[src/rtl/wdog_pkg.sv]
package wdog_pkg;
  typedef struct packed {
    logic restart;
    logic loadCfg;
    logic wipeCfg;
    logic timeout;
    logic setIrq;
    logic startPulse;
    logic clrFlag;
    logic clrIrq;
  } wdStrobe_t;
endpackage

[src/rtl/wdog_ctrl.sv]
module wdog_ctrl
  import wdog_pkg::*;
#(
  parameter int SYNC_STAGES = 2,
  parameter int CFG_W = 8
) (
  input  logic             clk,
  input  logic             rstN,
  input  logic             kickIn,
  input  logic             regWrEn,
  input  logic [CFG_W-1:0] regWrData,
  input  logic             flagRdEn,
  input  logic             pwrDown,
  input  logic             expireHit,
  input  logic             cfgSteer,
  output wdStrobe_t        strb
);
  logic [SYNC_STAGES-1:0] syncQ;
  logic kickPrev;
  logic kickEdge;

  generate
    if (SYNC_STAGES == 1) begin : g_one
      always_ff @(posedge clk) begin
        if (!rstN) syncQ <= '0;
        else       syncQ <= kickIn;
      end
    end else begin : g_many
      always_ff @(posedge clk) begin
        if (!rstN) syncQ <= '0;
        else       syncQ <= {syncQ[SYNC_STAGES-2:0], kickIn};
      end
    end
  endgenerate

  always_ff @(posedge clk) begin
    if (!rstN) kickPrev <= 1'b0;
    else       kickPrev <= syncQ[SYNC_STAGES-1];
  end

  assign kickEdge = syncQ[SYNC_STAGES-1] ^ kickPrev;

  always_comb begin
    strb            = '0;
    strb.restart    = regWrEn | kickEdge | pwrDown;
    strb.loadCfg    = regWrEn & ~pwrDown;
    strb.timeout    = expireHit & ~strb.restart;
    strb.setIrq     = strb.timeout & ~cfgSteer;
    strb.startPulse = strb.timeout & cfgSteer;
    strb.wipeCfg    = pwrDown | strb.startPulse;
    strb.clrFlag    = flagRdEn;
    strb.clrIrq     = pwrDown | (regWrEn & (regWrData == '0));
  end
endmodule

[src/rtl/wdog_dp.sv]
module wdog_dp
  import wdog_pkg::*;
#(
  parameter int MULT_W = 5,
  parameter int RES_W = 2,
  parameter int RST_TICKS = 2
) (
  input  logic                        clk,
  input  logic                        rstN,
  input  logic                        tick16,
  input  logic [MULT_W+RES_W:0]       wrData,
  input  wdStrobe_t                   strb,
  output logic                        expireHit,
  output logic                        cfgSteer,
  output logic [MULT_W+RES_W:0]       cfgQ,
  output logic                        flagQ,
  output logic                        irqQ,
  output logic                        rstLowQ,
  output logic                        ftClrQ
);
  localparam int CFG_W = MULT_W + RES_W + 1;
  localparam int NRES  = 2 ** RES_W;
  localparam int CNT_W = MULT_W + 2 * (NRES - 1);
  localparam int PC_W  = $clog2(RST_TICKS + 1);

  logic [MULT_W-1:0] mult;
  logic [RES_W-1:0]  res;
  logic [CNT_W-1:0]  limitOpt [NRES];
  logic [CNT_W-1:0]  limit;
  logic [CNT_W-1:0]  cnt;
  logic [PC_W-1:0]   pcnt;
  logic              expired;
  logic              armed;

  assign mult     = cfgQ[CFG_W-2:RES_W];
  assign res      = cfgQ[RES_W-1:0];
  assign cfgSteer = cfgQ[CFG_W-1];

  genvar g;
  generate
    for (g = 0; g < NRES; g++) begin : g_res
      assign limitOpt[g] = CNT_W'(mult) << (2 * g);
    end
  endgenerate

  assign limit     = limitOpt[res];
  assign armed     = (mult != '0) & ~expired;
  assign expireHit = tick16 & armed & (cnt == limit - CNT_W'(1));

  always_ff @(posedge clk) begin
    if (!rstN)             cfgQ <= '0;
    else if (strb.wipeCfg) cfgQ <= '0;
    else if (strb.loadCfg) cfgQ <= wrData;
  end

  always_ff @(posedge clk) begin
    if (!rstN) begin
      cnt     <= '0;
      expired <= 1'b0;
    end else if (strb.restart) begin
      cnt     <= '0;
      expired <= 1'b0;
    end else if (strb.timeout) begin
      cnt     <= '0;
      expired <= 1'b1;
    end else if (tick16 && armed) begin
      cnt     <= cnt + CNT_W'(1);
    end
  end

  always_ff @(posedge clk) begin
    if (!rstN)             flagQ <= 1'b0;
    else if (strb.timeout) flagQ <= 1'b1;
    else if (strb.clrFlag) flagQ <= 1'b0;
  end

  always_ff @(posedge clk) begin
    if (!rstN)            irqQ <= 1'b0;
    else if (strb.setIrq) irqQ <= 1'b1;
    else if (strb.clrIrq) irqQ <= 1'b0;
  end

  always_ff @(posedge clk) begin
    if (!rstN) begin
      rstLowQ <= 1'b0;
      pcnt    <= '0;
    end else if (strb.startPulse) begin
      rstLowQ <= 1'b1;
      pcnt    <= '0;
    end else if (rstLowQ && tick16) begin
      if (pcnt == PC_W'(RST_TICKS - 1)) rstLowQ <= 1'b0;
      else                              pcnt    <= pcnt + PC_W'(1);
    end
  end

  always_ff @(posedge clk) begin
    if (!rstN) ftClrQ <= 1'b0;
    else       ftClrQ <= strb.startPulse;
  end
endmodule

[src/rtl/watchdog_steer.sv]
module watchdog_steer
  import wdog_pkg::*;
#(
  parameter int MULT_W = 5,
  parameter int RES_W = 2,
  parameter int RST_TICKS = 2,
  parameter int SYNC_STAGES = 2,
  localparam int CFG_W = MULT_W + RES_W + 1
) (
  input  logic             clk,
  input  logic             rstN,
  input  logic             tick16,
  input  logic             regWrEn,
  input  logic [CFG_W-1:0] regWrData,
  input  logic             kickIn,
  input  logic             flagRdEn,
  input  logic             pwrDown,
  output logic [CFG_W-1:0] cfgOut,
  output logic             wdFlag,
  output logic             irqOut,
  output logic             rstOutN,
  output logic             ftClrStb
);
  wdStrobe_t strb;
  logic expireHit;
  logic cfgSteer;
  logic rstLow;

  wdog_ctrl #(.SYNC_STAGES(SYNC_STAGES), .CFG_W(CFG_W)) u_ctrl (
    .clk(clk), .rstN(rstN), .kickIn(kickIn), .regWrEn(regWrEn),
    .regWrData(regWrData), .flagRdEn(flagRdEn), .pwrDown(pwrDown),
    .expireHit(expireHit), .cfgSteer(cfgSteer), .strb(strb)
  );

  wdog_dp #(.MULT_W(MULT_W), .RES_W(RES_W), .RST_TICKS(RST_TICKS)) u_dp (
    .clk(clk), .rstN(rstN), .tick16(tick16), .wrData(regWrData),
    .strb(strb), .expireHit(expireHit), .cfgSteer(cfgSteer),
    .cfgQ(cfgOut), .flagQ(wdFlag), .irqQ(irqOut), .rstLowQ(rstLow),
    .ftClrQ(ftClrStb)
  );

  assign rstOutN = ~rstLow;
endmodule

[config.mk]
export PLATFORM = sky130hd
export DESIGN_NAME = watchdog_steer
export DESIGN_NICKNAME = d
export VERILOG_FILES = /design/src/rtl/wdog_pkg.sv /design/src/rtl/wdog_ctrl.sv /design/src/rtl/wdog_dp.sv /design/src/rtl/watchdog_steer.sv
export SDC_FILE = /design/constraint.sdc
export NUM_CORES = 1
export LEC_CHECK = 0
export BUFFER_PORTS_ARGS = -buffer_cell sky130_fd_sc_hd__buf_2
export CAP_MARGIN = 20
export CELL_PAD_IN_SITES_DETAIL_PLACEMENT = 1
export CELL_PAD_IN_SITES_GLOBAL_PLACEMENT = 1
export CORE_ASPECT_RATIO = 0.8
export CORE_MARGIN = 5
export CORE_UTILIZATION = 25
export CTS_CLUSTER_DIAMETER = 60
export DETAILED_ROUTE_END_ITERATION = 16
export GPL_TIMING_DRIVEN = 1
export PLACE_DENSITY_LB_ADDON = 0.1
export REMOVE_ABC_BUFFERS = 1
export SYNTH_ARGS = -nofsm -noshare
export SYNTH_HDL_FRONTEND = slang
export SYNTH_HIERARCHICAL = 1
export SYNTH_SLANG_ARGS = --single-unit
[constraint.sdc]
create_clock -name clk -period 4.1 [get_ports clk]
set_clock_uncertainty 0.1 [all_clocks]
set_input_delay 0.82 -clock clk [delete_from_list [all_inputs] [get_ports clk]]
set_output_delay 0.82 -clock clk [all_outputs]
set_load 0.1 [all_outputs]
==> flow_results.org <==
** Status
- Run status :: finished, final reports clean

** Clocking
- Buffers inserted to repair hold after CTS numbered 0.
- Inserted Clock Buffers :: 5
- Clock tree synthesis selected as its root buffer the cell clkbuf_8.
- CTS clock-pin slew for the worst setup and hold paths :: roughly 0.07 ns
- Source-to-sink clock delay at the later pin of the worst-skew pair :: 0.28 ns
- Buffers inserted during post-CTS setup optimization :: 0
- Post-CTS repair changed the size of 0 cells.
- The H-tree was split into 2 levels.
- Clock tree from TritonCTS :: built
- The longest clock path from root to sink contains 2 buffers.
- Clk sink count :: 29

** Min path
- Worst hold stages :: 1
- Kind of path behind the tightest hold check :: register to register
- The worst hold path begins at u_ctrl/syncQ[0]$_SDFF_PN0_.
- The worst hold path terminates at u_ctrl/syncQ[1]$_SDFF_PN0_.

** Critical path
- Crit. End Element :: register
- Startpoint type of the worst setup path :: register
- Data arrives at the worst endpoint at 3.38 ns.
- Endpoint of the worst-slack reg-to-reg timing path :: u_dp/cfgQ[0]$_SDFFE_PP0P_
- Counting cells, the worst reg-to-reg path comes to 11.
- For flop-to-flop paths, the worst setup slack is ~0.77 ns.
- Reg-to-Reg Start :: u_dp/cfgQ[1]$_SDFFE_PP0P_
- CP Data Required Time :: a little over 4 ns
- CP Max Fanout :: 20
- By startpoint and endpoint, the worst setup path is classified as register to register.

** Synth
- The average instance in the mapped netlist occupies ~7.8 um2.
- Syn. warnings :: 6
- The netlist uses just over 50 different library cells.
- In this run, synthesis produced a sequential element count of 29.
- The synthesized design contains 0 enable-type register cells.
- The share of the Yosys chip area taken by registers is approximately 29%.
- Proportion of synthesized flip-flops having asynchronous set or reset :: 0%
- The most used flip-flop cell after synthesis is dfxtp_1.
- Summing every instance area after synthesis gives 2000 um2.
- Count of mapped cells out of synthesis :: between 200 and 300

** Timing
- Max Transition Viols Final :: 0
- Final worst path period need :: ~3.3 ns
- Normalized max-slew margin :: 43.9%
- Maximum operating frequency :: between 300 and 400 MHz
- The final hold violation count came to 0.
- Number of endpoints failing setup at the final stage :: 0
- Share of the clock period used by the worst path after layout :: roughly 81%
- For the pin with the worst max-slew slack, the measured transition is roughly 0.84 ns.
- Worst Hold Slack :: 0.342 ns
- Setup repair after global routing missed its margin :: no
- Final-layout setup total negative slack :: 0 ns

** Cells and area
- Multi-input logic area :: ~1300 um2
- Measured on the finished design, the core utilization comes to between 20 and 30%.
- Fraction of final layout cells with drive strength greater than 1 :: 17.2%
- Final antenna diode count :: 0
- Number of fillers in the final layout :: 967
- From synthesis to final layout, the design area changed by 16.3%.
- Sequential standard cell area :: between 500 and 600 um2
- Nets@finish :: slightly below 300

** Power and ir drop
- In this run switching power makes up about a quarter of total power.
- Power per Cell Area :: around 300 nW/um2
- P_sw :: 0.000174 W
- The internal power of the cells totals a little over 0.0005 W.
- Part of the power in combinational logic :: between 10 and 15%
- Share of total power in the clock network :: a little under half
- Summed over all cells, the static leakage comes to roughly 0.83 nW.
- IR analysis of the VDD net gives a maximum drop of about 0.19 mV.
- Of the total power, registers draw ~42%.
- Overall power of the completed layout :: 0.000685 W

** Detailed routing
- 1st-iter DRT viols :: 64
- Final wirelength :: between 5000 and 6000 um
- Remaining antenna violation count :: 0
- Total number of vias :: between 1500 and 2000
- Dividing the detail-routed via count by the number of cells gives ~4.8.
- The first TritonRoute pass finished after 4 iterations.
- DRC errors left :: 0
- Average routed wire per standard cell :: roughly 15 um

** Global routing
- First-pass GRT wire length :: 9430 um
- Congestion Overflow GR :: 0
- Vias in the first global route :: ~1800
- Maximum number of pins on one net before global-route repair :: 33
- Antenna violations before repair :: 0
- Total routing usage reported by global routing :: between 10% and 20%

** Die
- 27 I/O pins were placed.
- The die is 89.9 um tall.
- Die area :: between 9000 and 10000 um2
- After floorplanning, the core was divided into 29 placement rows.
- Horizontal die dimension :: approximately 110 um
- The total area inside the core boundary comes to 7870 um2.
- Starting density of the core :: 25.4%

** Job
- Across the run, the number of max-cap violations was 0.

** Place
- Post-DP HPWL :: 4160 um
- Placer congestion estimate :: 0.735
- Port buffering added 26 buffers.
[routing by layer]
metal,up-vias,track usage (%),routed length [um]
li1,931,-,-
met1,871,19.1,3210
met2,22,15.7,2150
met3,4,2.87,197
met4,0,2.18,31
met5,-,0,0
[cell usage after synthesis (7+ instances only)]
cell type | instances | share of area, %
nor2_1 | 36 | 6.8
xnor2_1 | 10 | 4.4
o21ai_0 | 7 | 1.8
mux2i_1 | 16 | 8.0
inv_1 | 7 | 1.3
a21oi_1 | 10 | 2.5
dfxtp_1 | 29 | 29
xor2_1 | 12 | 5.3
clkbuf_1 | 11 | 2.1
nand2_1 | 19 | 3.6
nand2b_1 | 8 | 2.5
[flip-flops by register name, indices dropped and copies added, names as in the netlist]
name,count
u_dp/cnt,11
u_dp/cfgQ,8
u_ctrl/syncQ,2
u_dp/pcnt,2
u_ctrl/kickPrev,1
u_dp/expired,1
u_dp/flagQ,1
u_dp/ftClrQ,1
u_dp/irqQ,1
u_dp/rstLowQ,1
[stage by stage]
step / std cells / instance area [um2] / setup WS (ns)
after floorplan: 234 / 1900 / 0.218
after global placement: 373 / 2200 / 0.664
after detailed placement: 373 / 2200 / 0.733
after CTS: 381 / 2320 / 0.729
after global routing: 381 / 2320 / 0.286
final: 381 / 2320 / 0.770
[kinds of logic (layout without fill, tap and decap cells)]
family / count (synthesis) / in the layout / synth area share (%)
AND/OR/NAND/NOR: 111 / 111 / 29.1
AO/OA/AOI/OAI: 46 / 46 / 16.1
flip-flops: 29 / 29 / 29.1
buffers and inverters: 28 / 46 / 6.20
XOR/XNOR: 22 / 22 / 9.65
multiplexers: 16 / 16 / 8.02
adder cells (fa/ha/maj): 3 / 3 / 1.88
[cell usage in the layout, fill, tap and decap left out, types with 7 or more instances in the layout]
master    count
a21oi_1      10
nand2b_1      8
xor2_1       12
buf_2        26
inv_1         7
xnor2_1      10
nor2_1       36
o21ai_0       7
mux2i_1      16
dfxtp_1      29
nand2_1      19
[how the worst max path moves through the flow]
stage	from	endpoint	slack (ns)
2_1_floorplan	u_dp/cfgQ[0]$_SDFFE_PP0P_	u_dp/cnt[5]$_SDFFE_PP0P_	0.22
3_3_place_gp	u_dp/cfgQ[1]$_SDFFE_PP0P_	u_dp/cfgQ[0]$_SDFFE_PP0P_	0.66
3_5_place_dp	u_dp/cfgQ[1]$_SDFFE_PP0P_	u_dp/pcnt[1]$_SDFFE_PP0P_	0.73
4_1_cts	u_dp/cfgQ[1]$_SDFFE_PP0P_	u_dp/pcnt[1]$_SDFFE_PP0P_	0.73
5_1_grt	u_dp/cfgQ[1]$_SDFFE_PP0P_	u_dp/pcnt[1]$_SDFFE_PP0P_	0.29
6_report	u_dp/cfgQ[1]$_SDFFE_PP0P_	u_dp/cfgQ[0]$_SDFFE_PP0P_	0.77
[power by group through the flow]
stage | Combinational [W] | Clock, W | Sequential (W)
after floorplan | 0.0000386 | 0 | 0.000310
after global placement | 0.0000770 | 0 | 0.000297
after detailed placement | 0.0000770 | 0 | 0.000297
after CTS | 0.0000771 | 0.000330 | 0.000290
after global routing | 0.0000833 | 0.000348 | 0.000291
final | 0.0000765 | 0.000318 | 0.000290
[layout make-up]
| cell class | count | share of cell area [%] |
|---|---|---|
| tap | 108 | 5.82 |
| inverter | 7 | 1.13 |
| sequential | 29 | 25.0 |
| clock buffer | 6 | 3.56 |
| multi-input combinational | 198 | 55.7 |
| clock inverter | 2 | 1.62 |
| timing repair buffer | 31 | 7.22 |
[worst max-delay path, cell delays in order, from the launching register on]
cell	delay (ns)
dfxtp_1	0.40
buf_4	0.27
mux2i_1	0.37
mux2i_1	0.17
xor2_1	0.18
mux2i_1	0.13
or4_1	0.57
nor4_2	0.28
nand2_1	0.12
o31ai_1	0.19
nand2b_1	0.33
nor2_1	0.09
(Power assumes the default switching activity.)
